**src/rtl/dr_vote_pkg.sv**
```systemverilog
// Package: shared protocol type and helpers for the dual-rail voter.
// Assumes: one dual-rail pair per replica, codes written (rail1, rail0).
package dr_vote_pkg;

    typedef enum logic {
        PROTO_RTZ = 1'b0,
        PROTO_RTO = 1'b1
    } vote_proto_e;

    // Level that every rail takes while a pair is in spacer.
    function automatic logic spacer_level(input vote_proto_e p);
        return (p == PROTO_RTO) ? 1'b1 : 1'b0;
    endfunction

endpackage

```
**src/rtl/dr_celem.sv**
```systemverilog
// Module: N-input Muller C-element kept as a clocked state bit.
// It sets when all inputs are 1, clears when all are 0, and otherwise holds.
// The hold_i input freezes the state whatever the inputs are.
// Assumes: inputs are sampled on clk faster than any handshake phase.
module dr_celem #(
    parameter int N       = 2,
    parameter bit RST_VAL = 1'b0
) (
    input  logic         clk,
    input  logic         rst_n,
    input  logic         hold_i,
    input  logic [N-1:0] in_i,
    output logic         out_o
);

    logic all_hi;
    logic all_lo;

    // Agreement decode of the inputs.
    always_comb begin
        all_hi = &in_i;
        all_lo = ~|in_i;
    end

    // State update following the set/hold rule.
    always_ff @(posedge clk) begin
        if (!rst_n) begin
            out_o <= RST_VAL;
        end else if (!hold_i) begin
            if (all_hi) begin
                out_o <= 1'b1;
            end else if (all_lo) begin
                out_o <= 1'b0;
            end
        end
    end

    // unanimous high inputs set the state.
    assert_set_on_agree_R3: assert property (@(posedge clk) disable iff (!rst_n)
        (!hold_i && (&in_i)) |=> out_o);

    // unanimous low inputs clear the state.
    assert_clear_on_agree_R5: assert property (@(posedge clk) disable iff (!rst_n)
        (!hold_i && (~|in_i)) |=> !out_o);

    // mixed inputs or a hold leave the state alone.
    assert_hold_on_mixed_R4: assert property (@(posedge clk) disable iff (!rst_n)
        (hold_i || (!(&in_i) && (|in_i))) |=> $stable(out_o));

endmodule

```
**src/rtl/dr_vote_rail.sv**
```systemverilog
// Module: 2-of-3 vote on one rail, written as a single complex term.
// Return-to-zero uses the AND-OR form and return-to-one uses the dual OR-AND form.
// Assumes: the three inputs are the same rail taken from the three replicas.
module dr_vote_rail
    import dr_vote_pkg::*;
#(
    parameter vote_proto_e PROTO = PROTO_RTZ
) (
    input  logic a_i,
    input  logic b_i,
    input  logic c_i,
    output logic y_o
);

    generate
        if (PROTO == PROTO_RTZ) begin : g_and_or
            // Sum of pairwise products.
            always_comb y_o = (a_i & b_i) | (b_i & c_i) | (a_i & c_i);
        end else begin : g_or_and
            // Product of pairwise sums.
            always_comb y_o = (a_i | b_i) & (b_i | c_i) & (a_i | c_i);
        end
    endgenerate

endmodule

```
**src/rtl/dr_arrival_detect.sv**
```systemverilog
// Module: internal completion detector over NPAIR dual-rail pairs.
// It reduces each pair to a "present" bit and joins those bits in one C-element.
// It also flags any pair that shows the illegal code.
// Assumes: the caller forwards illegal_o to hold_i so that a bad code freezes the state.
module dr_arrival_detect
    import dr_vote_pkg::*;
#(
    parameter vote_proto_e PROTO = PROTO_RTZ,
    parameter int          NPAIR = 3
) (
    input  logic             clk,
    input  logic             rst_n,
    input  logic             hold_i,
    input  logic [NPAIR-1:0] rail1_i,
    input  logic [NPAIR-1:0] rail0_i,
    output logic             done_o,
    output logic             illegal_o
);

    localparam bit RST_LVL = spacer_level(PROTO);

    logic [NPAIR-1:0] present;
    logic [NPAIR-1:0] bad;

    genvar gi;
    generate
        for (gi = 0; gi < NPAIR; gi++) begin : g_pair
            if (PROTO == PROTO_RTZ) begin : g_rtz
                // Any active rail marks data; both active is illegal.
                always_comb begin
                    present[gi] = rail1_i[gi] | rail0_i[gi];
                    bad[gi]     = rail1_i[gi] & rail0_i[gi];
                end
            end else begin : g_rto
                // A low rail marks data; both low is illegal.
                always_comb begin
                    present[gi] = rail1_i[gi] & rail0_i[gi];
                    bad[gi]     = ~(rail1_i[gi] | rail0_i[gi]);
                end
            end
        end
    endgenerate

    // Illegal code on any pair.
    always_comb illegal_o = |bad;

    dr_celem #(.N(NPAIR), .RST_VAL(RST_LVL)) u_join (
        .clk    (clk),
        .rst_n  (rst_n),
        .hold_i (hold_i),
        .in_i   (present),
        .out_o  (done_o)
    );

    // completion moves only after every pair agrees.
    assert_done_needs_all_R4: assert property (@(posedge clk) disable iff (!rst_n)
        (done_o != $past(done_o)) |-> $past((&present) || (~|present)));

endmodule

```
**src/rtl/dr_majority_voter.sv**
```systemverilog
// Module: strong-indication 3-input majority voter on dual-rail pairs.
// Per-rail 2-of-3 votes are joined with an internal completion signal through
// C-elements, so the output waits for all three pairs in both handshake phases.
// Assumes: inputs obey the 4-phase order of the chosen protocol; an illegal
// pair is flagged and freezes the state.
module dr_majority_voter
    import dr_vote_pkg::*;
#(
    parameter vote_proto_e PROTO = PROTO_RTZ
) (
    input  logic clk,
    input  logic rst_n,
    input  logic p1_i,
    input  logic p0_i,
    input  logic q1_i,
    input  logic q0_i,
    input  logic r1_i,
    input  logic r0_i,
    output logic m1_o,
    output logic m0_o,
    output logic err_o
);

    localparam bit SP = spacer_level(PROTO);
    localparam int NREP = 3;

    logic nm1;
    logic nm0;
    logic ncd;
    logic illegal;
    logic out_act;
    logic ncd_act;

    dr_vote_rail #(.PROTO(PROTO)) u_vote_t (
        .a_i(p1_i), .b_i(q1_i), .c_i(r1_i), .y_o(nm1)
    );

    dr_vote_rail #(.PROTO(PROTO)) u_vote_f (
        .a_i(p0_i), .b_i(q0_i), .c_i(r0_i), .y_o(nm0)
    );

    dr_arrival_detect #(.PROTO(PROTO), .NPAIR(NREP)) u_detect (
        .clk       (clk),
        .rst_n     (rst_n),
        .hold_i    (illegal),
        .rail1_i   ({r1_i, q1_i, p1_i}),
        .rail0_i   ({r0_i, q0_i, p0_i}),
        .done_o    (ncd),
        .illegal_o (illegal)
    );

    dr_celem #(.N(2), .RST_VAL(SP)) u_join_t (
        .clk(clk), .rst_n(rst_n), .hold_i(illegal),
        .in_i({nm1, ncd}), .out_o(m1_o)
    );

    dr_celem #(.N(2), .RST_VAL(SP)) u_join_f (
        .clk(clk), .rst_n(rst_n), .hold_i(illegal),
        .in_i({nm0, ncd}), .out_o(m0_o)
    );

    // Registered error flag.
    always_ff @(posedge clk) begin
        if (!rst_n) begin
            err_o <= 1'b0;
        end else begin
            err_o <= illegal;
        end
    end

    // Protocol-neutral activity views, used only by the assertions below.
    always_comb begin
        out_act = (m1_o != SP) || (m0_o != SP);
        ncd_act = (ncd != SP);
    end

    // the output never carries both rails active.
    assert_no_double_rail_R7: assert property (@(posedge clk) disable iff (!rst_n)
        !((m1_o != SP) && (m0_o != SP)));

    // an illegal pair freezes the output and raises the flag.
    assert_illegal_holds_R8: assert property (@(posedge clk) disable iff (!rst_n)
        illegal |=> (err_o && $stable(m1_o) && $stable(m0_o)));

    // output data appears only once completion has been seen.
    assert_data_after_all_R3: assert property (@(posedge clk) disable iff (!rst_n)
        $rose(out_act) |-> $past(ncd_act));

    // output spacer appears only once completion has dropped.
    assert_spacer_after_all_R5: assert property (@(posedge clk) disable iff (!rst_n)
        $fell(out_act) |-> !$past(ncd_act));

endmodule

```
**config.mk**
```make
export PLATFORM = sky130hd
export DESIGN_NAME = dr_majority_voter
export DESIGN_NICKNAME = d
export VERILOG_FILES = /design/src/rtl/dr_vote_pkg.sv /design/src/rtl/dr_celem.sv /design/src/rtl/dr_vote_rail.sv /design/src/rtl/dr_arrival_detect.sv /design/src/rtl/dr_majority_voter.sv
export SDC_FILE = /design/constraint.sdc
export NUM_CORES = 1
export LEC_CHECK = 0
export ABC_CLOCK_PERIOD_IN_PS = 2000
export BUFFER_PORTS_ARGS = -buffer_cell sky130_fd_sc_hd__buf_2
export CORE_AREA = 5 5 42 44
export CTS_BUF_LIST = sky130_fd_sc_hd__clkbuf_16
export CTS_CLUSTER_DIAMETER = 200
export DETAILED_ROUTE_END_ITERATION = 8
export DIE_AREA = 0 0 47 49
export GPL_ROUTABILITY_DRIVEN = 0
export PLACE_DENSITY_LB_ADDON = 0.15
export SLEW_MARGIN = 30
export SYNTH_ARGS = -nofsm -noshare
export SYNTH_HDL_FRONTEND = slang
export SYNTH_SLANG_ARGS = --single-unit
```
**constraint.sdc**
```tcl
create_clock -name clk -period 2 [get_ports clk]
set_input_delay 0.2 -clock clk [delete_from_list [all_inputs] [get_ports clk]]
set_output_delay 0.2 -clock clk [all_outputs]
set_load 0.05 [all_outputs]
```
== After elaboration in Yosys (flattened, before gate mapping) ==
Index checks and enable logic that the tools add are counted.
Word-level totals
  output and inout bits: 3
  RAM bits: 0
  register bits after elaboration: 4
  memories kept: 0
  bits of input ports: 8
  logic and storage cells: 40
  memory bits (read-only): 0
  bits in latches: 0
Operators by class
  $lt $le $gt $ge: 0
  mux-type cells: 6
  $add $sub $neg: 0
  $mul: 0
  shift operators: 0
  div/mod/pow operators: 0
  reductions and logical operators: 10
  bitwise operators: 17
  equality and inequality tests: 3
Operators by type and width (count)
  2-bit AND reduction: 5
  1-bit bitwise AND: 9
  1-bit OR: 7
  1-bit 2-to-1 mux: 6
  3-bit OR reduction: 2
  2-bit by 1-bit inequality test with 1-bit output, second input constant: 2
  2-bit OR reduction: 2
  3-bit AND reduction: 1
  2-bit inequality test, second input constant: 1
  1-bit inverter: 1

== Longest topological paths before layout ==
  depth in word-level cells: 6
  gate-level depth with buffers: 5
  mapped depth without buffers: 5

== Hierarchy ==
Synthesis repeated with hierarchy kept, for this count alone.
Unflattened totals
  cell total of the unflattened synthesis: 23
  area total of the unflattened synthesis: 236.5 µm²
By module, submodules not included
  dr_celem at u_join_f ...: cells each 5, area an instance 51.3 µm², instances 2, seq. area each 20.0 µm²
  dr_celem at u_detect.u_join: cells each 4, area an instance 52.6 µm², instances 1, seq. area each 20.0 µm²
  dr_arrival_detect: cells each 5, area an instance 32.5 µm², instances 1, seq. area each 0.0 µm²
  dr_majority_voter: cells each 2, area an instance 26.3 µm², instances 1, seq. area each 20.0 µm²
  dr_vote_rail: cells each 1, area an instance 11.3 µm², instances 2, seq. area each 0.0 µm²

== Worst setup path before layout ==
Ideal clock, no wire load.
  kind: input -> register
  from: input q0_i
  to: register u_join_f.out_o
  required time: 1.884 ns
  path buffers: 0
  arrival: 1.126 ns
  stages: 5
  path slack: 0.758 ns
  library setup time: 0.116 ns
  path through: maj3_1 > ha_1 > inv_1 > a21oi_1 > a41o_1
On the way
  cells in the longest elaborated chain, start to end: 6
  elaborated cells on any way between the ends: 12
  classes of those cells: eq/ne: 1; mux: 1; bitwise: 6; reduce/logical: 4
Ends and longest elaborated chain
  from (decl): line dr_majority_voter.sv:16  | input logic q0_i,
  1-bit bitwise AND: line dr_vote_rail.sv:18  | always_comb y_o = (a_i & b_i) | (b_i & c_i) | (a_i & c_i);
  1-bit OR (2 in a row): line dr_vote_rail.sv:18
  2-bit OR reduction / 2-bit AND reduction (equally long branches): line dr_celem.sv:22, dr_celem.sv:21
  2-bit by 1-bit inequality test with 1-bit output (no source line)
  2-bit AND reduction (no source line)
  to (signal assigned): line dr_celem.sv:28  | out_o <= RST_VAL;
  to (signal assigned): line dr_celem.sv:31  | out_o <= 1'b1;
  to (signal assigned): line dr_celem.sv:33  | out_o <= 1'b0;
  to (decl): line dr_celem.sv:13  | output logic out_o
Several ways; a longest one is shown, not always the timed one.
A chain may end at the register's enable or synchronous reset.

== Worst setup path in the final report ==
  from: input r1_i
  to: register u_join_f.out_o
On the way
  cells in the longest elaborated chain, start to end: 4
Ends and longest elaborated chain
  from (decl): line dr_majority_voter.sv:17  | input logic r1_i,
  1-bit bitwise AND: line dr_arrival_detect.sv:32  | bad[gi] = rail1_i[gi] & rail0_i[gi];
  3-bit OR reduction: line dr_arrival_detect.sv:45  | always_comb illegal_o = |bad;
  1-bit inverter (no source line)
  2-bit AND reduction (no source line)
Every way passes these cells.

==> implementation parameters <==
Parameter                              Value

Power
  Maximum ir drop on the vdd rail    between 400 and 500 µV
  Power per standard cell area    ~1100 nW/µm²
  Static Leak    ~0.20 nW
  Overall power consumption    around 0.44 mW

Min path
  Worst hold path class    input port to flip-flop

Clock network
  Later-pin clock latency in the skew report    between 0.2 and 0.25 ns
  Setup fix buffers added after clock tree synthesis    0
  Clock net sink count    4
  H-tree depth reported by CTS    1
  Clock input transition at the sequential cells of the worst setup and hold paths    ~0.030 ns
  Post-CTS sizing    0
  Maximum number of buffers from clock root to sink    2
  Hold-fix buffers, CTS    0
  Number of clock buffers inserted by TritonCTS    3
  Root Buffer    clkbuf_16
  TritonCTS clock tree    built

Critical path
  Kind of end point of the critical path    flip-flop
  Startpoint Class    input port
  Arrival time of data at the critical path endpoint    about 1.3 ns
  Critical path required time    roughly 2.1 ns
  Worst Path Max Fanout    5
  CP Class    input port to flip-flop

Synthesis
  Syn Area/Cell    approximately 9.7 µm²
  Post-Synthesis Cells    25
  Share of the yosys chip area belonging to registers    0.332
  Synth warn    0
  Number of synthesized register bits    4
  Netlist area before placement    around 240 µm²
  Number of distinct library cells after synthesis    13
  Total nets after synthesis    35
  Xor-xnor portion of the synthesized cell area    0.109
  Library cell occupying the most area in the post-synthesis netlist    dfxtp_1
  Combinational family with the most area after synthesis    compound AO/OA/AOI/OAI gates
  Area fraction in compound gates after synthesis    0.202
  Multiplexer fraction of the synthesized cell area    0
  Simple-gate area share of the yosys netlist    0.140
  Fraction of the mapped netlist area in adder cells    0.187
  Share of Yosys cell area claimed by the top area cell type    0.332
  Top area cells in the synthesized netlist    dfxtp_1 (33%), xor2_1 (11%), ha_1 (10%), a41o_1 (8.3%), maj3_1 (8.3%)

STA
  Peak clock frequency supported by timing    ~800 MHz
  Max-slew headroom    0.541
  Minimum clock period after layout    between 1 and 1.5 ns
  Slew at the pin closest to its max-slew limit    0.689 ns
  Worst path setup slack after routing    slightly below 0.8 ns
  Clock skew    0.000239 ns
  Number of hold violations in the final report    0
  Final Slew Violations    0
  Share of the cycle needed by the critical path after routing    0.616
  Setup violators final    0
  Accumulated negative setup slack    0 ns
  Unrepaired setup endpoints after global routing    false

Die
  Initial core utilization    0.172
  Core Box Area    roughly 1400 µm²
  Rows    14
  Die outline height    49 µm
  DIE AREA    about 2300 µm²
  IO Count    11
  Die W    between 40 and 50 µm

Route
  Avg Vias per Cell    4.33
  Final antenna-violating net count    0
  Number of search-and-repair iterations in the first detailed-routing pass    4
  Detailed Route Iter0 Violations    7
  Residual DRC count    0
  Routed via count    between 200 and 250
  Wirelength, routed    between 500 and 600 µm
  Routed length per placed instance    10.6 µm

Place
  Pre-CTS setup slack    0.521 ns
  Number of buffers added on ports    10
  Post-detail-place hpwl    483 µm
  Instance area at placement    between 300 and 400 µm²

Global route
  Overall track demand over capacity in global routing    0.0697
  First-pass GRT wire length    about 1000 µm
  Number of antenna violations at the first check in global routing    0
  Vias in the first global route    roughly 260
  GRT overflow    0
  Pin count of the biggest net entering global routing    8

Layout
  Final standard cell utilization of the core    0.276
  Most common library cell in the layout ignoring fill and taps    buf_2
  Most frequent cells in the layout    buf_2 (10), dfxtp_1 (4), xor2_1 (3), nand2_1 (3), clkbuf_16 (3)
  Net count of the finished layout    50
  Fraction of layout cells with a size suffix above 1    0.368
  Antenna cell count    0
  Area Overhead vs Synth    60.1%
  Final Instance Area    387 µm²

Run status
  Run status    finished, final reports clean

Job
  Total of max-cap violations    0
==> metrics by stage <==
step | hold slack, ns | cells
2_1_floorplan | 0.340 | 25
3_3_place_gp | 0.522 | 51
3_5_place_dp | 0.515 | 51
4_1_cts | 0.295 | 54
5_1_grt | 0.314 | 54
6_report | 0.293 | 54
==> worst paths after layout <==
| kind | startpoint | end | slack [ns] | cells after the start |
|---|---|---|---|---|
| min reg2reg | u_detect.u_join.out_o | u_detect.u_join.out_o | 0.52 | 2 |
| min | rst_n | u_detect.u_join.out_o | 0.29 | 3 |
| max | r1_i | u_join_f.out_o | 0.77 | 4 |
| max reg2reg | u_detect.u_join.out_o | u_join_f.out_o | 0.93 | 4 |
==> layout make-up <==
| cell class | instances | area (µm²) |
|---|---|---|
| clock buffer | 3 | 75.1 |
| multi-input combinational | 19 | 154 |
| inverter | 2 | 7.51 |
| tap | 16 | 20.0 |
| timing repair buffer | 10 | 50.0 |
| sequential | 4 | 80.1 |
| fill | 156 | 1010 |
==> registers in the layout, summed over array words and instances (netlist names) <==
signal                 count
u_detect.u_join.out_o      1
err_o                      1
u_join_f.out_o             1
u_join_t.out_o             1
==> power by group <==
part	internal, mW	switching (mW)	total, mW
clock network	0.255	0.0530	0.308
logic	0.0185	0.0295	0.0480
registers	0.0846	0.00221	0.0868
total	0.358	0.0847	0.443
==> per-layer routing <==
| metal | vias up | track usage | routed length, µm | share of wire |
|---|---|---|---|---|
| li1 | 123 | - | - | - |
| met1 | 95 | 0.0658 | 202 | 0.35 |
| met2 | 12 | 0.0837 | 260 | 0.45 |
| met3 | 4 | 0.0517 | 74 | 0.13 |
| met4 | 0 | 0.0829 | 37 | 0.064 |
| met5 | - | 0 | 0 | 0 |
==> cell families (layout without fill, tap and decap cells) <==
| kind of cell | count (synthesis) | after routing |
|---|---|---|
| AO/OA/AOI/OAI | 6 | 6 |
| XOR/XNOR | 3 | 3 |
| adder cells (fa/ha/maj) | 4 | 4 |
| buffers and inverters | 2 | 15 |
| flip-flops | 4 | 4 |
| AND/OR/NAND/NOR | 6 | 6 |
==> Yosys cell counts <==
| master | number |
|---|---|
| inv_1 | 2 |
| nand2_1 | 3 |
| xor2_1 | 3 |
| a222oi_1 | 1 |
| nand4_1 | 1 |
| o311ai_0 | 1 |
| and2b_2 | 1 |
| a41o_1 | 2 |
| a21oi_1 | 2 |
| maj3_1 | 2 |
| or4_1 | 1 |
| dfxtp_1 | 4 |
| ha_1 | 2 |
==> worst max-delay path, cell delays in order <==
cell,delay [ns]
buf_2,0.12
a222oi_1,0.65
a21oi_1,0.15
a41o_1,0.22
Power figures use the tool's default switching activity.
